## config.mk

```make
export PLATFORM = sky130hd
export DESIGN_NAME = fault_scan_port
export DESIGN_NICKNAME = d
export VERILOG_FILES = /design/src/rtl/fsp_pkg.sv /design/src/rtl/fsp_sync.sv /design/src/rtl/fsp_sticky.sv /design/src/rtl/fsp_frame_ctl.sv /design/src/rtl/fsp_shifter.sv /design/src/rtl/fault_scan_port.sv
export SDC_FILE = /design/constraint.sdc
export NUM_CORES = 1
export LEC_CHECK = 0
export BUFFER_PORTS_ARGS = -buffer_cell sky130_fd_sc_hd__buf_2
export CAP_MARGIN = 5
export CORE_ASPECT_RATIO = 1.1
export CORE_MARGIN = 2
export CORE_UTILIZATION = 35
export CTS_CLUSTER_DIAMETER = 30
export DETAILED_ROUTE_END_ITERATION = 8
export HOLD_SLACK_MARGIN = 0.06
export PLACE_DENSITY = 0.52
export SYNTH_ARGS = -nofsm -noshare
export SYNTH_HDL_FRONTEND = slang
export SYNTH_HIERARCHICAL = 1
export SYNTH_SLANG_ARGS = --single-unit
```

## constraint.sdc

```tcl
create_clock -name clk -period 1.7 [get_ports clk]
set_clock_uncertainty 0.2 [all_clocks]
set_input_delay 0.17 -clock clk [delete_from_list [all_inputs] [get_ports clk]]
set_output_delay 0.17 -clock clk [all_outputs]
set_load 0.005 [all_outputs]
```

## src/rtl/fsp_pkg.sv

```systemverilog
package fsp_pkg;

  localparam int unsigned FSP_KINDS = 4;

  typedef enum logic [1:0] {
    FK_OVERTEMP  = 2'd0,
    FK_SHORT_SUP = 2'd1,
    FK_SHORT_GND = 2'd2,
    FK_OPEN      = 2'd3
  } fsp_kind_e;

  // Position of a fault in the sticky and serial field.
  function automatic int unsigned fsp_bit(int unsigned ch, fsp_kind_e kind);
    return ch * FSP_KINDS + int'(kind);
  endfunction

endpackage

```

## src/rtl/fsp_sync.sv

```systemverilog
module fsp_sync #(
  parameter int unsigned W      = 1,
  parameter int unsigned STAGES = 2,
  parameter logic [W-1:0] RST_VAL = '0
) (
  input  logic         clk,
  input  logic         rst,
  input  logic [W-1:0] d_i,
  output logic [W-1:0] q_o
);
  localparam int unsigned CW = W * STAGES;

  logic [CW-1:0] chain_q;

  always_ff @(posedge clk) begin
    if (rst) chain_q <= {STAGES{RST_VAL}};
    else     chain_q <= {chain_q[CW-W-1:0], d_i};
  end

  assign q_o = chain_q[CW-1 -: W];
endmodule

```

## src/rtl/fsp_sticky.sv

```systemverilog
module fsp_sticky #(
  parameter int unsigned N_CH   = 4,
  parameter int unsigned N_KIND = 4,
  localparam int unsigned W     = N_CH * N_KIND
) (
  input  logic         clk,
  input  logic         rst,
  input  logic [W-1:0] set_i,
  input  logic         clr_i,
  output logic [W-1:0] q_o
);
  logic [W-1:0] q;

  for (genvar ch = 0; ch < N_CH; ch++) begin : g_ch
    always_ff @(posedge clk) begin
      if (rst)
        q[ch*N_KIND +: N_KIND] <= '0;
      else if (clr_i)
        q[ch*N_KIND +: N_KIND] <= set_i[ch*N_KIND +: N_KIND];
      else
        q[ch*N_KIND +: N_KIND] <= q[ch*N_KIND +: N_KIND] | set_i[ch*N_KIND +: N_KIND];
    end
  end

  assign q_o = q;
endmodule

```

## src/rtl/fsp_frame_ctl.sv

```systemverilog
module fsp_frame_ctl (
  input  logic clk,
  input  logic rst,
  input  logic sck_s,
  input  logic sck_rise,
  input  logic sck_fall,
  input  logic sel_s,
  input  logic sel_fall,
  output logic gate_o,
  output logic shift_o,
  output logic cap_o,
  output logic first_o
);
  logic started_q;
  logic gate_q;

  assign shift_o = sck_rise & ~sel_s & ~sel_fall;
  assign first_o = shift_o & ~started_q;
  assign cap_o   = sck_fall & ~sel_s & ~sel_fall & started_q;

  always_ff @(posedge clk) begin
    if (rst) begin
      started_q <= 1'b0;
      gate_q    <= 1'b0;
    end else begin
      if (sel_fall)     started_q <= 1'b0;
      else if (shift_o) started_q <= 1'b1;

      if (sel_fall)      gate_q <= ~sck_s;
      else if (sck_rise) gate_q <= 1'b0;
    end
  end

  assign gate_o = gate_q;
endmodule

```

## src/rtl/fsp_shifter.sv

```systemverilog
module fsp_shifter #(
  parameter int unsigned W = 16
) (
  input  logic         clk,
  input  logic         rst,
  input  logic         load_i,
  input  logic [W-1:0] par_i,
  input  logic         shift_i,
  input  logic         cap_i,
  input  logic         sdi_i,
  output logic         bit_o,
  output logic         flag_o
);
  logic [W-1:0] sr_q;
  logic         bit_q;
  logic         flag_q;

  always_ff @(posedge clk) begin
    if (rst) begin
      sr_q   <= '0;
      bit_q  <= 1'b0;
      flag_q <= 1'b0;
    end else if (load_i) begin
      sr_q   <= par_i;
      flag_q <= |par_i;
      bit_q  <= |par_i;
    end else if (shift_i) begin
      bit_q <= sr_q[0];
      sr_q  <= {sr_q[W-1], sr_q[W-1:1]};
    end else if (cap_i) begin
      sr_q[W-1] <= sdi_i;
    end
  end

  assign bit_o  = bit_q;
  assign flag_o = flag_q;
endmodule

```

## src/rtl/fault_scan_port.sv

```systemverilog
module fault_scan_port #(
  parameter int unsigned N_CH        = 4,
  parameter int unsigned N_KIND      = fsp_pkg::FSP_KINDS,
  parameter int unsigned SYNC_STAGES = 2,
  localparam int unsigned W          = N_CH * N_KIND
) (
  input  logic         clk,
  input  logic         rst,
  input  logic [W-1:0] flt_set_i,
  input  logic         sck_i,
  input  logic         sel_n_i,
  input  logic         sdi_i,
  output logic         sdo_o,
  output logic         sdo_en_o,
  output logic         gate_o
);
  // Synchronised serial pins, order {sdi, sel_n, sck}.
  logic [2:0] pins_s;
  logic       sck_s, sel_s, sdi_s;
  logic       sck_d, sel_d;
  logic       sck_rise, sck_fall, sel_fall;
  logic       gate, shift, cap, first_rise;
  logic       dbit, flag;
  logic [W-1:0] sticky;
  logic       sdo_q, en_q;

  fsp_sync #(.W(3), .STAGES(SYNC_STAGES), .RST_VAL(3'b010)) u_sync (
    .clk (clk),
    .rst (rst),
    .d_i ({sdi_i, sel_n_i, sck_i}),
    .q_o (pins_s)
  );

  assign sck_s = pins_s[0];
  assign sel_s = pins_s[1];
  assign sdi_s = pins_s[2];

  always_ff @(posedge clk) begin
    if (rst) begin
      sck_d <= 1'b0;
      sel_d <= 1'b1;
    end else begin
      sck_d <= sck_s;
      sel_d <= sel_s;
    end
  end

  assign sck_rise = sck_s & ~sck_d;
  assign sck_fall = ~sck_s & sck_d;
  assign sel_fall = ~sel_s & sel_d;

  fsp_frame_ctl u_ctl (
    .clk      (clk),
    .rst      (rst),
    .sck_s    (sck_s),
    .sck_rise (sck_rise),
    .sck_fall (sck_fall),
    .sel_s    (sel_s),
    .sel_fall (sel_fall),
    .gate_o   (gate),
    .shift_o  (shift),
    .cap_o    (cap),
    .first_o  (first_rise)
  );

  fsp_sticky #(.N_CH(N_CH), .N_KIND(N_KIND)) u_sticky (
    .clk   (clk),
    .rst   (rst),
    .set_i (flt_set_i),
    .clr_i (first_rise),
    .q_o   (sticky)
  );

  fsp_shifter #(.W(W)) u_shift (
    .clk     (clk),
    .rst     (rst),
    .load_i  (sel_fall),
    .par_i   (sticky),
    .shift_i (shift),
    .cap_i   (cap),
    .sdi_i   (sdi_s),
    .bit_o   (dbit),
    .flag_o  (flag)
  );

  // Registered pin stage.
  always_ff @(posedge clk) begin
    if (rst) begin
      sdo_q <= 1'b0;
      en_q  <= 1'b0;
    end else begin
      sdo_q <= gate ? (flag | sdi_s) : dbit;
      en_q  <= ~sel_s;
    end
  end

  assign sdo_o    = sdo_q;
  assign sdo_en_o = en_q;
  assign gate_o   = gate;
endmodule

```

==> results of run 1 <==
cells by family after synthesis:
| family | Yosys count |
|---|---|
| flops | 46 |
| compound gates | 37 |
| simple gates | 74 |
| mux | 17 |
| buf+inv | 31 |
final cells by class:
type | count | area share [%]
Sequential cell | 46 | 36.85
Timing Repair Buffer | 56 | 17.28
Inverter | 18 | 2.689
Tap cell | 58 | 2.888
Multi-Input combinational cell | 128 | 36.65
Clock buffer | 7 | 3.436
Clock inverter | 1 | 0.1992
metal layers:
| metal | vias to the layer above | routed length (µm) |
|---|---|---|
| met4 | 0 | 70 |
| met1 | 674 | 1802 |
| met5 | - | 0 |
| met2 | 21 | 1901 |
| met3 | 6 | 85 |
| li1 | 760 | - |
cells in the mapped netlist, types with 2 or more instances:
library cell   n  area [µm²]
nand2b_1      15       93.84
mux2i_1        3       30.03
or2_1          2       12.51
a211oi_1       4       30.03
buf_2          3       15.01
nor2b_1       12       75.07
mux2_2        14       157.7
nor4_1         2       12.51
a21oi_1       30       150.1
nand2_1       29       108.9
dfxtp_1       46       920.9
buf_4          5       37.54
nor2_1         6       22.52
clkbuf_1       3       11.26
inv_1         17       63.81
critical path, cell delays in order, from the launching register on:
cell and delay, ps:
dfxtp_2 330, nor2b_4 150, nor3b_4 250, buf_6 190, mux2_2 340, nand2_1 60
a21oi_1 60
flip-flops by register name, indices dropped and copies added, names as in the netlist:
| name | count |
|---|---|
| u_shift/sr_q | 16 |
| u_sticky/q_o | 16 |
| u_sync/chain_q | 6 |
| u_shift/bit_o | 1 |
| sel_d | 1 |
| sdo_o | 1 |
| u_shift/flag_o | 1 |
| u_ctl/started_q | 1 |
| sdo_en_o | 1 |
| u_ctl/gate_o | 1 |
| sck_d | 1 |
cells in the final DEF, fill, tap and decap left out, drive strengths merged, types with 3 or more instances in the layout:
cell / count
dlygate4sd3: 19
mux2: 14
mux2i: 3
a211oi: 4
nor2: 6
nor4: 3
a21oi: 31
inv: 17
buf: 37
nand2: 29
nand2b: 16
nor2b: 12
clkbuf: 7
dfxtp: 46
power by group through the flow:
stage / combinational [µW] / clock [µW] / sequential (µW)
after global routing: 238 / 764 / 1180
after CTS: 200 / 706 / 1170
after floorplan: 109 / 0 / 1180
final: 212 / 686 / 1170
after detailed placement: 163 / 0 / 1190
after global placement: 161 / 0 / 1190
worst paths after layout:
check	start	endpoint	slack (ps)	depth (start not counted)
min	rst	u_sync/chain_q[2]$_SDFF_PP0_	180	2
max reg2reg	u_sync/chain_q[3]$_SDFF_PP0_	u_shift/sr_q[5]$_SDFFE_PP0P_	20	6
max	u_sync/chain_q[3]$_SDFF_PP0_	u_shift/sr_q[5]$_SDFFE_PP0P_	20	6
min reg2reg	u_sync/chain_q[1]$_SDFF_PP1_	u_sync/chain_q[4]$_SDFF_PP1_	220	1
repair_timing:
action / 4_1_cts / 5_1_grt
setup buffers: 2 / 1
resized for setup: 5 / 25
endpoints found under the hold margin: 19 / 0
gates cloned: 0 / 0
pin swaps: 0 / 3
hold buffers: 19 / 0
endpoints found under the setup margin: 14 / 31
stage by stage:
| stage | hold WS (ps) | setup WS [ps] |
|---|---|---|
| finish | 180.0 | 20.58 |
| global route | 224.9 | -82.52 |
| CTS | 160.0 | 3.157 |
| detailed placement | 153.8 | -50.80 |
| global placement | 148.6 | -6.265 |
| floorplan | 39.07 | -33.59 |
==> summary.md, run 1 <==
| Metric | Value |
|---|---|
| Cell area after layout | `0.002512 mm²` |
| Peak VDD IR | `0.4630 mV` |
| Layout cells sized above 1 | `33.98%` |
| DR pass1 iterations | `4` |
| Die height | `between 80 and 90 µm` |
| Syn_nets | `226` |
| I/O Pins | `24` |
| H-tree levels | `2` |
| DP Area | `around 0.0021 mm²` |
| Synthesized area per cell | `9.051 µm²` |
| F_max | `595.4 MHz` |
| Area of the multi-input gates | `920.9 µm²` |
| Net Sw Frac | `23.58%` |
| Post-synthesis mux area share | `10.11%` |
| Number of synthesized flops with an enable pin | `0` |
| Core Util, Final | `between 40 and 50%` |
| Mapped Cells | `205` |
| Post-Synth Adder-Cell Area | `0%` |
| Maxcap violations | `0` |
| Seq/Total Area, Yosys | `49.63%` |
| Flop pwr share | `56.5%` |
| Main combinational cell family by area after synthesis | `simple AND/OR/NAND/NOR gates` |
| Via density | `4.653` |
| Post-synth ARST share | `0%` |
| Post-synth top flop | `dfxtp_1` |
| Post-DP HPWL | `2.561 mm` |
| Startpoint types | `register` |
| FILL cells | `499` |
| Simple-gate share of the synthesized area | `21.24%` |
| Tightest Pin Transition | `roughly 630 ps` |
| Final hold vios | `0` |
| # DRC | `0` |
| Congestion Overflow GR | `0` |
| Aggregate global-route resource usage | `between 10% and 20%` |
| M1 GR Usage | `around 18%` |
| Post-synthesis compound-gate area fraction | `11.06%` |
| Clk buf depth | `2` |
| Antenna violations before repair | `0` |
| P&R area growth vs syn | `35.40%` |
| WP data required | `1690 ps` |
| Critical Path Fanout Max | `10` |
| CTS clk-pin slew, worst paths | `80 ps` |
| Non-filler cells, final | `314` |
| Yosys Warn Count | `6` |
| Core area | `between 0.005 and 0.006 mm²` |
| Vias in the first global route | `~1,400` |
| Met3 Track Usage GR | `3.388%` |
| Leak | `0.001032 µW` |
| Arrival time worst endpoint | `1670 ps` |
| Status | `completed` |
| Internal | `1579 µW` |
| RSZ-0062 raised after global routing | `true` |
| Inserted Clock Buffers | `5` |
| Clock network fraction of total power | `33.2%` |
| Crit share post-route | `98.79%` |
| Final net count | `276` |
| Starting DRC count in detailed routing | `between 50 and 60` |
| Count of cell types in the netlist | `29` |
| Register area | `just over 900 µm²` |
| CP endpoint kind | `register` |
| Crit Path Class | `reg -> reg` |
| Clk sink count | `46` |
| Register bit count reported by yosys | `46` |
| Max Transition Viols Final | `0` |
| Synthesized area | `0.001856 mm²` |
| Cell Count Post-Placement | `284` |
| Die width | `73.43 µm` |
| Gate power share | `10.3%` |
| GRT busiest layer | `met2` |
| Drt wl/cell | `12.29 µm` |
| Power per cell area | `822.1 mW/mm²` |
| Switch Pwr | `487.0 µW` |
| ANT cells | `0` |
| Clock Tree Root | `clkbuf_8` |
| Total routed wirelength | `3.860 mm` |
| M2 GR Usage | `25.41%` |
| Hold crit path type | `in -> reg` |
| Total die area | `0.005901 mm²` |
| Core Rows | `27` |
| Worst-Skew Late Latency | `290 ps` |
| Setup TNS | `0 ps` |
| Overall power | `~2100 µW` |
| Xor/xnor share of the synthesized area | `0%` |
| Starting Density | `36.62%` |
| Post-layout minimum cycle time | `1679 ps` |
| Rel. slew slack | `57.92%` |
| Routed Antenna Nets | `0` |
| Global-route wire length before repair | `6.679 mm` |
| GP Congestion | `0.7141` |
| Endpoints failing setup | `0` |
| Via count | `1,461` |
| Port bufs | `23` |
| Pin count of the biggest net entering global routing | `31` |
| CTS tree | `done` |
Power figures use the tool's default switching activity.
==> run 2, diff against run 1 <==
Settings changed: PLACE_DENSITY 0.52 to 0.5.
Clock period 1.7 ns to 1.65 ns, I/O delays scaled along.
==> run 2 against run 1 <==
The run now ends with setup timing left. Routed wire length rose by 4.0%. Final cell count up 0.96%. Utilization grew 1.2 points. Cell area is 2.4% higher. Register-to-register slack got worse by 80 ps. Sequential power is essentially flat. Critical path depth increased by 1. Sequential share of layout area fell by 0.96 points. Global-route usage shrank 0.25 points. Die area is the same. Non-clock buffer count grew 4. Total power fell by 0.10%. Largest power group unchanged. Highest routed layer unchanged.
==> summary.md, run 2 (synthesis gave the netlist of run 1 again) <==
| Metric | Value |
|---|---|
| Starting DRC count in detailed routing | `61 (+17%)` |
| Setup TNS | `-818.6 ps (-818.6 ps)` |
| Status | `complete, but fails checks` |
| # DRC | `0 (unchanged)` |
| Core Rows | `27 (unchanged)` |
| Max Transition Viols Final | `0 (unchanged)` |
| CTS tree | `done` |
| Total die area | `0.005901 mm² (unchanged)` |
| Via count | `1,452 (-0.62%)` |
| Final hold vios | `0 (unchanged)` |
| Maxcap violations | `0 (unchanged)` |
| Crit share post-route | `103.8% (+5.0 points)` |
| Routed Antenna Nets | `0 (unchanged)` |
| Starting Density | `36.62% (unchanged)` |
| Most common cell after layout, fill and taps aside | `dfxtp_1` |
| Total routed wirelength | `4.014 mm (+4.0%)` |
| Clk sink count | `46 (unchanged)` |
| Post-layout minimum cycle time | `1713 ps (+33.84 ps)` |
| Leak | `0.001066 µW (+3.3%)` |
| CP max stage delay | `330 ps (about the same)` |
| Power per cell area | `802.1 mW/mm² (-2.4%)` |
| Port bufs | `23 (unchanged)` |
| Via density | `4.580 (-1.6%)` |
| DR pass1 iterations | `4 (unchanged)` |
| Antenna violations before repair | `0 (unchanged)` |
| Worst setup margin | `-63.26 ps (-83.84 ps)` |
| ANT cells | `0 (unchanged)` |
| Crit Path Class | `reg -> reg` |
| Peak VDD IR | `0.5235 mV (+13%)` |
| Pin count of the biggest net entering global routing | `22 (-29%)` |
| Clock Tree Root | `clkbuf_8` |
| Post-DP HPWL | `2.485 mm (-3.0%)` |
| Congestion Overflow GR | `0 (unchanged)` |
| Layout cells sized above 1 | `31.27% (-2.7 points)` |
| Pre-CTS WS | `-149.2 ps (-98.44 ps)` |
| Failing checks | `setup timing` |
| Hold Slack | `65.09 ps (-114.9 ps)` |
| Tightest Pin Transition | `345.0 ps (-286.2 ps)` |
| Final net count | `280 (+1.4%)` |
| Core Util, Final | `50.77% (+1.2 points)` |
| Clk buf depth | `2 (unchanged)` |
| Arrival time worst endpoint | `1700 ps (+30 ps)` |
| Cell Chain, Critical Path | `nor2b_4 > nor3b_4 > buf_4 > buf_12 > mux2_4 > nand2_2 > a21oi_2` |
| Die height | `80.37 µm (unchanged)` |
| Vias in the first global route | `1,419 (-1.7%)` |
| I/O Pins | `24 (unchanged)` |
| CP endpoint kind | `register` |
| Startpoint types | `register` |
| CTS clk-pin slew, worst paths | `80 ps (about the same)` |
| Hold crit path type | `in -> reg` |
| H-tree levels | `2 (unchanged)` |
| Inserted Clock Buffers | `5 (unchanged)` |
| Global-route wire length before repair | `6.603 mm (-1.1%)` |
| Rel. slew slack | `77.00% (+19 points)` |
| F_max | `583.7 MHz (-2.0%)` |
| Endpoints failing setup | `31 (+31)` |
| GP Congestion | `0.7043 (-1.4%)` |
| Register area | `923.4 µm² (-0.27%)` |
| CP max stage cell | `dfxtp_2` |
| RSZ-0062 raised after global routing | `true` |
| FILL cells | `488 (-2.2%)` |
| Critical Path Fanout Max | `8 (-2)` |
| Worst-Skew Late Latency | `290 ps (about the same)` |
| Commonest cells after routing, fill and taps aside | `dfxtp_1, a21oi_1, buf_2, nand2_1, dlygate4sd3_1` |
| Die width | `73.43 µm (unchanged)` |
| WP data required | `1640 ps (-50 ps)` |
| Area of the multi-input gates | `924.6 µm² (+0.41%)` |
| Core area | `0.005067 mm² (unchanged)` |
| Overall power | `2063 µW (-0.10%)` |
| Drt wl/cell | `12.66 µm (+3.0%)` |
| P&R area growth vs syn | `38.64%` |
| Aggregate global-route resource usage | `14.66% (-0.25 points)` |
[run 2: cell types whose count changed in the layout (fill, tap and decap cells not counted), sizes merged]
cell,previous run,this run
clkinv,2,1
dlygate4sd3,19,22
buf,37,38
[run 2: through the flow]
step	cells	area, µm²
finish	317	2572
detailed placement	282	2101
CTS	316	2516
global route	317	2572
global placement	282	2101
floorplan	205	1908
[run 2: final timing paths]
path,from,to,slack (ps),cells past startpoint
hold reg to reg,u_sync/chain_q[1]$_SDFF_PP1_,u_sync/chain_q[4]$_SDFF_PP1_,200,1
setup reg to reg,u_sync/chain_q[3]$_SDFF_PP0_,u_shift/sr_q[10]$_SDFFE_PP0P_,-60,7
hold / removal,rst,u_sync/chain_q[5]$_SDFF_PP0_,70,2
setup / recovery,u_sync/chain_q[3]$_SDFF_PP0_,u_shift/sr_q[10]$_SDFFE_PP0P_,-60,7
[run 2: cell type report]
cell class,instances,share of cell area [%]
tap,58,2.821
inverter,18,2.626
timing repair buffer,60,19.75
sequential,46,35.89
clock buffer,7,2.967
multi-input combinational,128,35.94
[run 2: per-layer routing]
metal  share of wire (%)  wire, µm  vias up  global-route usage (%)
li1                    -         -      767                       -
met1                  47      1893      657                   19.74
met2                  49      1959       22                   23.24
met3                 2.7       110        6                   3.388
met4                 1.3        51        0                   4.364
met5                   0         0        -                       0
[run 2: worst max-delay path, delay by kind of cell (launching register included)]
kind,cells,cell delay (ps)
AOI/OAI and AO/OA,1,50
buffers and inverters,2,290
DFF,1,330
muxes,1,300
and+or+nand+nor,3,440
[run 2: what timing repair did]
| item | 4_1_cts | 5_1_grt |
|---|---|---|
| setup endpoints to repair | 32 | 34 |
| pin swaps | 15 | 2 |
| endpoints found under the hold margin | 20 | 0 |
| cloned | 1 | 0 |
| gates resized for setup | 20 | 12 |
| hold buffers | 22 | 0 |
| setup buffers | 4 | 1 |
[run 2: power by group]
group	internal [µW]	leakage (µW)	switching (µW)
Combinational	132	0.000649	94.6
Clock	292	0.0000383	341
Sequential	1160	0.000379	39.0
